**config.mk**
```make
export PLATFORM = sky130hd
export DESIGN_NAME = clkdiv_rstseq
export DESIGN_NICKNAME = d
export VERILOG_FILES = /design/src/rtl/clkdiv_rstseq_pkg.sv /design/src/rtl/crs_sync.sv /design/src/rtl/crs_halver.sv /design/src/rtl/crs_sequencer.sv /design/src/rtl/clkdiv_rstseq.sv
export SDC_FILE = /design/constraint.sdc
export NUM_CORES = 1
export LEC_CHECK = 0
export CAP_MARGIN = 10
export CORE_MARGIN = 4
export CORE_UTILIZATION = 30
export DETAILED_ROUTE_END_ITERATION = 6
export PLACE_DENSITY = 0.5
export SLEW_MARGIN = 30
export SYNTH_ARGS = -nofsm -noshare
export SYNTH_HDL_FRONTEND = slang
export SYNTH_SLANG_ARGS = --single-unit
```
**constraint.sdc**
```tcl
create_clock -name osc_clk -period 1.2 [get_ports osc_clk]
set_input_delay 0.3 -clock osc_clk [delete_from_list [all_inputs] [get_ports osc_clk]]
set_output_delay 0.3 -clock osc_clk [all_outputs]
set_load 0.1 [all_outputs]
```
**src/rtl/clkdiv_rstseq_pkg.sv**
```systemverilog
package clkdiv_rstseq_pkg;
  typedef enum logic [1:0] {
    PH_RUN  = 2'd0,
    PH_HELD = 2'd1,
    PH_SEQ  = 2'd2
  } rst_phase_t;
endpackage

```
**src/rtl/crs_sync.sv**
```systemverilog
module crs_sync #(
  parameter int STAGES = 2
) (
  input  logic clk,
  input  logic arst_n,
  input  logic d,
  output logic q
);
  logic [STAGES-1:0] chain;

  generate
    for (genvar i = 0; i < STAGES; i++) begin : g_stage
      if (i == 0) begin : g_first
        always_ff @(posedge clk or negedge arst_n)
          if (!arst_n) chain[i] <= 1'b0;
          else         chain[i] <= d;
      end else begin : g_next
        always_ff @(posedge clk or negedge arst_n)
          if (!arst_n) chain[i] <= 1'b0;
          else         chain[i] <= chain[i-1];
      end
    end
  endgenerate

  assign q = chain[STAGES-1];
endmodule

```
**src/rtl/crs_halver.sv**
```systemverilog
module crs_halver (
  input  logic clk,
  input  logic arst_n,
  input  logic realign,
  output logic clk_div
);
  always_ff @(posedge clk or negedge arst_n)
    if (!arst_n)      clk_div <= 1'b0;
    else if (realign) clk_div <= 1'b0;
    else              clk_div <= ~clk_div;

  assert_toggle_R1: assert property (@(posedge clk) disable iff (!arst_n)
    !realign |=> clk_div != $past(clk_div));
  assert_realign_R4: assert property (@(posedge clk) disable iff (!arst_n)
    realign |=> !clk_div);
endmodule

```
**src/rtl/crs_sequencer.sv**
```systemverilog
module crs_sequencer
  import clkdiv_rstseq_pkg::*;
#(
  parameter int ACCEPT_ST = 4,
  parameter int SEQ_ST    = 10
) (
  input  logic clk,
  input  logic arst_n,
  input  logic req_n_s,
  output logic realign,
  output logic core_rst_n,
  output logic pull_low
);
  localparam int ACC_CYC  = 2 * ACCEPT_ST;
  localparam int SEQ_CYC  = 2 * SEQ_ST;
  localparam int MAX_CYC  = (ACC_CYC > SEQ_CYC) ? ACC_CYC : SEQ_CYC;
  localparam int CW       = $clog2(MAX_CYC + 1);
  localparam logic [CW-1:0] ACC_LAST = CW'(ACC_CYC - 1);
  localparam logic [CW-1:0] SEQ_LAST = CW'(SEQ_CYC - 1);

  rst_phase_t      phase, phase_nx;
  logic [CW-1:0]   cnt, cnt_nx;

  always_comb begin
    phase_nx = phase;
    cnt_nx   = cnt;
    realign  = 1'b0;
    unique case (phase)
      PH_RUN: begin
        if (req_n_s) cnt_nx = '0;
        else if (cnt == ACC_LAST) begin
          phase_nx = PH_HELD;
          cnt_nx   = '0;
        end else cnt_nx = cnt + 1'b1;
      end
      PH_HELD: begin
        if (req_n_s) begin
          phase_nx = PH_SEQ;
          cnt_nx   = '0;
          realign  = 1'b1;
        end
      end
      PH_SEQ: begin
        if (cnt == SEQ_LAST) begin
          phase_nx = PH_RUN;
          cnt_nx   = '0;
        end else cnt_nx = cnt + 1'b1;
      end
      default: begin
        phase_nx = PH_HELD;
        cnt_nx   = '0;
      end
    endcase
  end

  always_ff @(posedge clk or negedge arst_n)
    if (!arst_n) begin
      phase <= PH_HELD;
      cnt   <= '0;
    end else begin
      phase <= phase_nx;
      cnt   <= cnt_nx;
    end

  assign core_rst_n = (phase == PH_RUN);
  assign pull_low   = (phase == PH_HELD) || (phase == PH_SEQ);

  assert_accept_R3: assert property (@(posedge clk) disable iff (!arst_n)
    (phase == PH_RUN && !req_n_s && cnt == ACC_LAST) |=> !core_rst_n);
  assert_short_low_R2: assert property (@(posedge clk) disable iff (!arst_n)
    (phase == PH_RUN && cnt != ACC_LAST) |=> core_rst_n);
  assert_release_R5: assert property (@(posedge clk) disable iff (!arst_n)
    (phase == PH_SEQ && cnt == SEQ_LAST) |=> core_rst_n && !pull_low);
  assert_seq_hold_R7: assert property (@(posedge clk) disable iff (!arst_n)
    (phase == PH_SEQ && cnt != SEQ_LAST) |=> phase == PH_SEQ && cnt == $past(cnt) + 1'b1);
  assert_pull_R6: assert property (@(posedge clk) disable iff (!arst_n)
    $fell(pull_low) |-> $past(phase) == PH_SEQ);
endmodule

```
**src/rtl/clkdiv_rstseq.sv**
```systemverilog
module clkdiv_rstseq #(
  parameter int ACCEPT_ST   = 4,
  parameter int SEQ_ST      = 10,
  parameter int SYNC_STAGES = 2
) (
  input  logic osc_clk,
  input  logic por_n,
  input  logic ext_rst_n,
  output logic state_clk,
  output logic core_rst_n,
  output logic rst_pull_low
);
  logic req_s;
  logic realign;

  crs_sync #(.STAGES(SYNC_STAGES)) u_sync (
    .clk(osc_clk), .arst_n(por_n), .d(ext_rst_n), .q(req_s)
  );

  crs_sequencer #(.ACCEPT_ST(ACCEPT_ST), .SEQ_ST(SEQ_ST)) u_seq (
    .clk(osc_clk), .arst_n(por_n), .req_n_s(req_s),
    .realign(realign), .core_rst_n(core_rst_n), .pull_low(rst_pull_low)
  );

  crs_halver u_div (
    .clk(osc_clk), .arst_n(por_n), .realign(realign), .clk_div(state_clk)
  );
endmodule

```
==> flow_metrics.py <==
metrics = {
    "grt": {
        "antenna_found_initial": 0,
        "grt_overflow": 0,
        "grt_pass1_wl_um": 2060,
        "grt_pass1_vias": 468,
        "grt_util_all_layers_pct": 11.1,
        "grt_start_max_net_pins": 11,
    },
    "placement": {
        "io_buffers": 5,
        "placed_cells": 84,
        "gp_congestion": 0.785,
        "dp_hpwl_um": 820,
    },
    "layout": {
        "multi_input_area_um2": 372,
        "area_growth_pct": 75.1,
        "drive_gt1_share_pct": 54.5,
        "instances_no_fill": 93,
        "nFillCells": 133,
        "nets": 85,
        "num_antenna_cells": 0,
        "register_area_um2": 251,
    },
    "cts": {
        "cts.sinks": 10,
        "cts_hold_buf": 0,
        "cts-buffers-inserted": 3,
        "cts_buffer_depth": 2,
        "cts_tree": "done",
        "cts_root_buffer": "clkbuf_4",
        "clock_latency_ns": 0.26,
        "htreeDepth": 1,
        "clkSlewWorstSetupHoldPaths_ns": 0.07,
    },
    "timing": {
        "fmaxAchievable_mhz": 629,
        "relSlewSlack_pct": 85.7,
        "rsz0062_at_grt": "yes",
        "final_hold_viol_count": 0,
        "tightest_slew_ns": 0.215,
        "period_needed_ns": 1.59,
        "skew_ns": 0.00547,
        "setup_viol": 9,
        "slew_viol_final": 0,
        "post-route-period-util_pct": 133,
        "worst_slack_ns": -0.390,
    },
    "die": {
        "io_pins": 6,
        "rows": 14,
        "die_w_um": 49.9,
        "die-area_um2": 2490,
        "die_h_um": 49.9,
        "coreArea_um2": 1580,
        "start_util_pct": 33.4,
    },
    "outcome": {
        "violations": "negative setup slack",
        "status": "complete, but fails checks",
    },
    "route": {
        "drtAntennaViolNets": 0,
        "drc": 0,
        "first_iter_violations": 5,
        "dr_total_vias": 452,
        "totalWireLength_um": 1160,
        "first_pass_iters": 4,
        "wl_per_cell_um": 12.4,
        "drt-vias-per-instance": 4.86,
    },
    "logic_synthesis": {
        "yosys_warnings": 0,
        "netlist_area_um2": 527,
        "ys.flop_type": "dfrtp_1",
        "syn_area_per_cell_um2": 10.8,
        "seq_area_frac_synth_pct": 47.7,
        "synth_edf_count": 0,
        "synth_top_area_share_pct": 42.8,
        "yosys.cell_types.count": 22,
        "synth_area_leaders": "dfrtp_1, ha_1, nand4bb_4",
        "synth-seq-cells": 10,
        "synth_nets": 56,
        "synthArstFlopShare_pct": 100,
        "yosysTopAreaCell": "dfrtp_1",
        "syn_inst": 49,
    },
    "pwr": {
        "power_mw": 2.74,
        "irDropWorstVdd_uv": 1410,
        "powerDensity_nw_per_um2": 2970,
        "p_leak_nw": 0.402,
    },
    "worst_hold_path": {
        "worstHoldPathType": "in2async",
    },
    "critical_path": {
        "cpPeakStageDelay_ns": 0.54,
        "ff2ff_path_depth": 6,
        "critPathLaunchType": "flop",
        "worst_ep_arrival_time_ns": 1.29,
        "crit_required_ns": 0.90,
        "worst_setup_path_end_kind": "primary output",
        "crit_slowest_cell": "dfstp_2",
        "critical_path_class": "reg2out",
        "path_cells": "inv_2, ha_4, buf_12",
        "crit_fanout": 2,
    },
    "job": {
        "maxCapViolCount": 0,
    },
}
[worst max-delay path: cells and delay by family, from the launching register on]
kind                       cells  cell delay (ns)
DFF                            1             0.54
buffers and inverters          2             0.22
adders and majority gates      1             0.27
[final timing paths]
check                                start             end  slack [ns]
min                                  por_n    u_seq.cnt[3]        0.32
max in group asynchronous            por_n  u_seq.phase[0]        0.66
max                         u_seq.phase[0]    rst_pull_low       -0.39
max reg2reg                 u_seq.phase[0]    u_seq.cnt[0]       -0.21
min reg2reg                u_sync.chain[0]        u_sync.q        0.36
min in group osc_clk       u_sync.chain[0]        u_sync.q        0.36
[report_power, final]
part	total, mW	switching (mW)	internal (mW)
Clock	0.241	0.113	0.128
Sequential	0.502	0.0622	0.439
Combinational	2.00	1.07	0.931
[registers in the layout, summed over array words and instances (netlist names)]
register	flops
u_seq.phase	2
u_div.clk_div	1
u_sync.chain	1
u_sync.q	1
u_seq.cnt	5
[cell usage in the layout, fill, tap and decap left out]
cell and n:
o21ai_1 2, nor3_2 1, mux2i_1 1, buf_12 3
ha_2 1, nand3_1 1, xor2_1 2, o21a_1 1
nand3_4 1, nor2b_4 1, nand4bb_4 2, buf_6 4
inv_1 2, dfstp_2 1, inv_2 2, clkdlybuf4s50_1 2
nand4_1 1, nand2b_4 1, buf_4 15, nand2_1 4
clkbuf_4 3, nand2_4 1, a21oi_1 4, dfrtp_1 9
a32oi_4 1, a21o_1 1, o21ai_2 1, nor3_1 1
nor2_2 1, ha_4 3, nor2_1 2, clkbuf_1 1
a31oi_1 1
[per-stage QoR]
step                setup TNS, ns  util, %  setup slack, ns  hold WS (ns)  area (um^2)
floorplan                  -0.625        -           -0.173       0.00441          547
global placement           -0.833     47.7           -0.132         0.337          752
detailed placement         -0.778     47.7           -0.154         0.342          752
CTS                         -1.82     55.7           -0.408         0.316          878
global route                -2.36     58.5           -0.441         0.331          922
finish                      -1.77     58.5           -0.390         0.318          922
[kinds of logic after synthesis]
family	share of synthesized area, %
compound gates	13.8
xor+xnor	3.33
fa+ha+maj	9.50
buf+inv	2.85
flops	47.7
mux	1.90
simple gates	20.9
[routing by layer]
metal | share of wire [%] | up-vias | GRT usage (%)
met1 | 47 | 216 | 12.7
met3 | 3.6 | 2 | 5.42
met4 | 0.95 | 0 | 4.15
met2 | 48 | 7 | 17.8
li1 | - | 227 | -
met5 | 0 | - | 0
[final cells by class]
class                   instances  area share (%)
flip-flops and latches         10            27.3
repair buffers                 24            25.8
clock buffers                   4            2.85
well taps                      16            2.17
inverters                       4            1.63
multi-input cells              35            40.3
[synthesized netlist by cell type (2+ instances only)]
| cell | instances |
|---|---|
| dfrtp_1 | 9 |
| nor3_1 | 2 |
| nor2_1 | 3 |
| xor2_1 | 2 |
| inv_1 | 4 |
| nand2_1 | 5 |
| nand3_1 | 2 |
| ha_1 | 4 |
| a21oi_1 | 4 |
| o21ai_0 | 2 |
[repair_timing]
item,CTS,global route
endpoints found under the setup margin,9,9
endpoints found under the hold margin,0,0
resized for setup,14,6
setup buffers,4,1
pin swaps,11,3
Note: power is estimated with default switching activity, not from simulation.
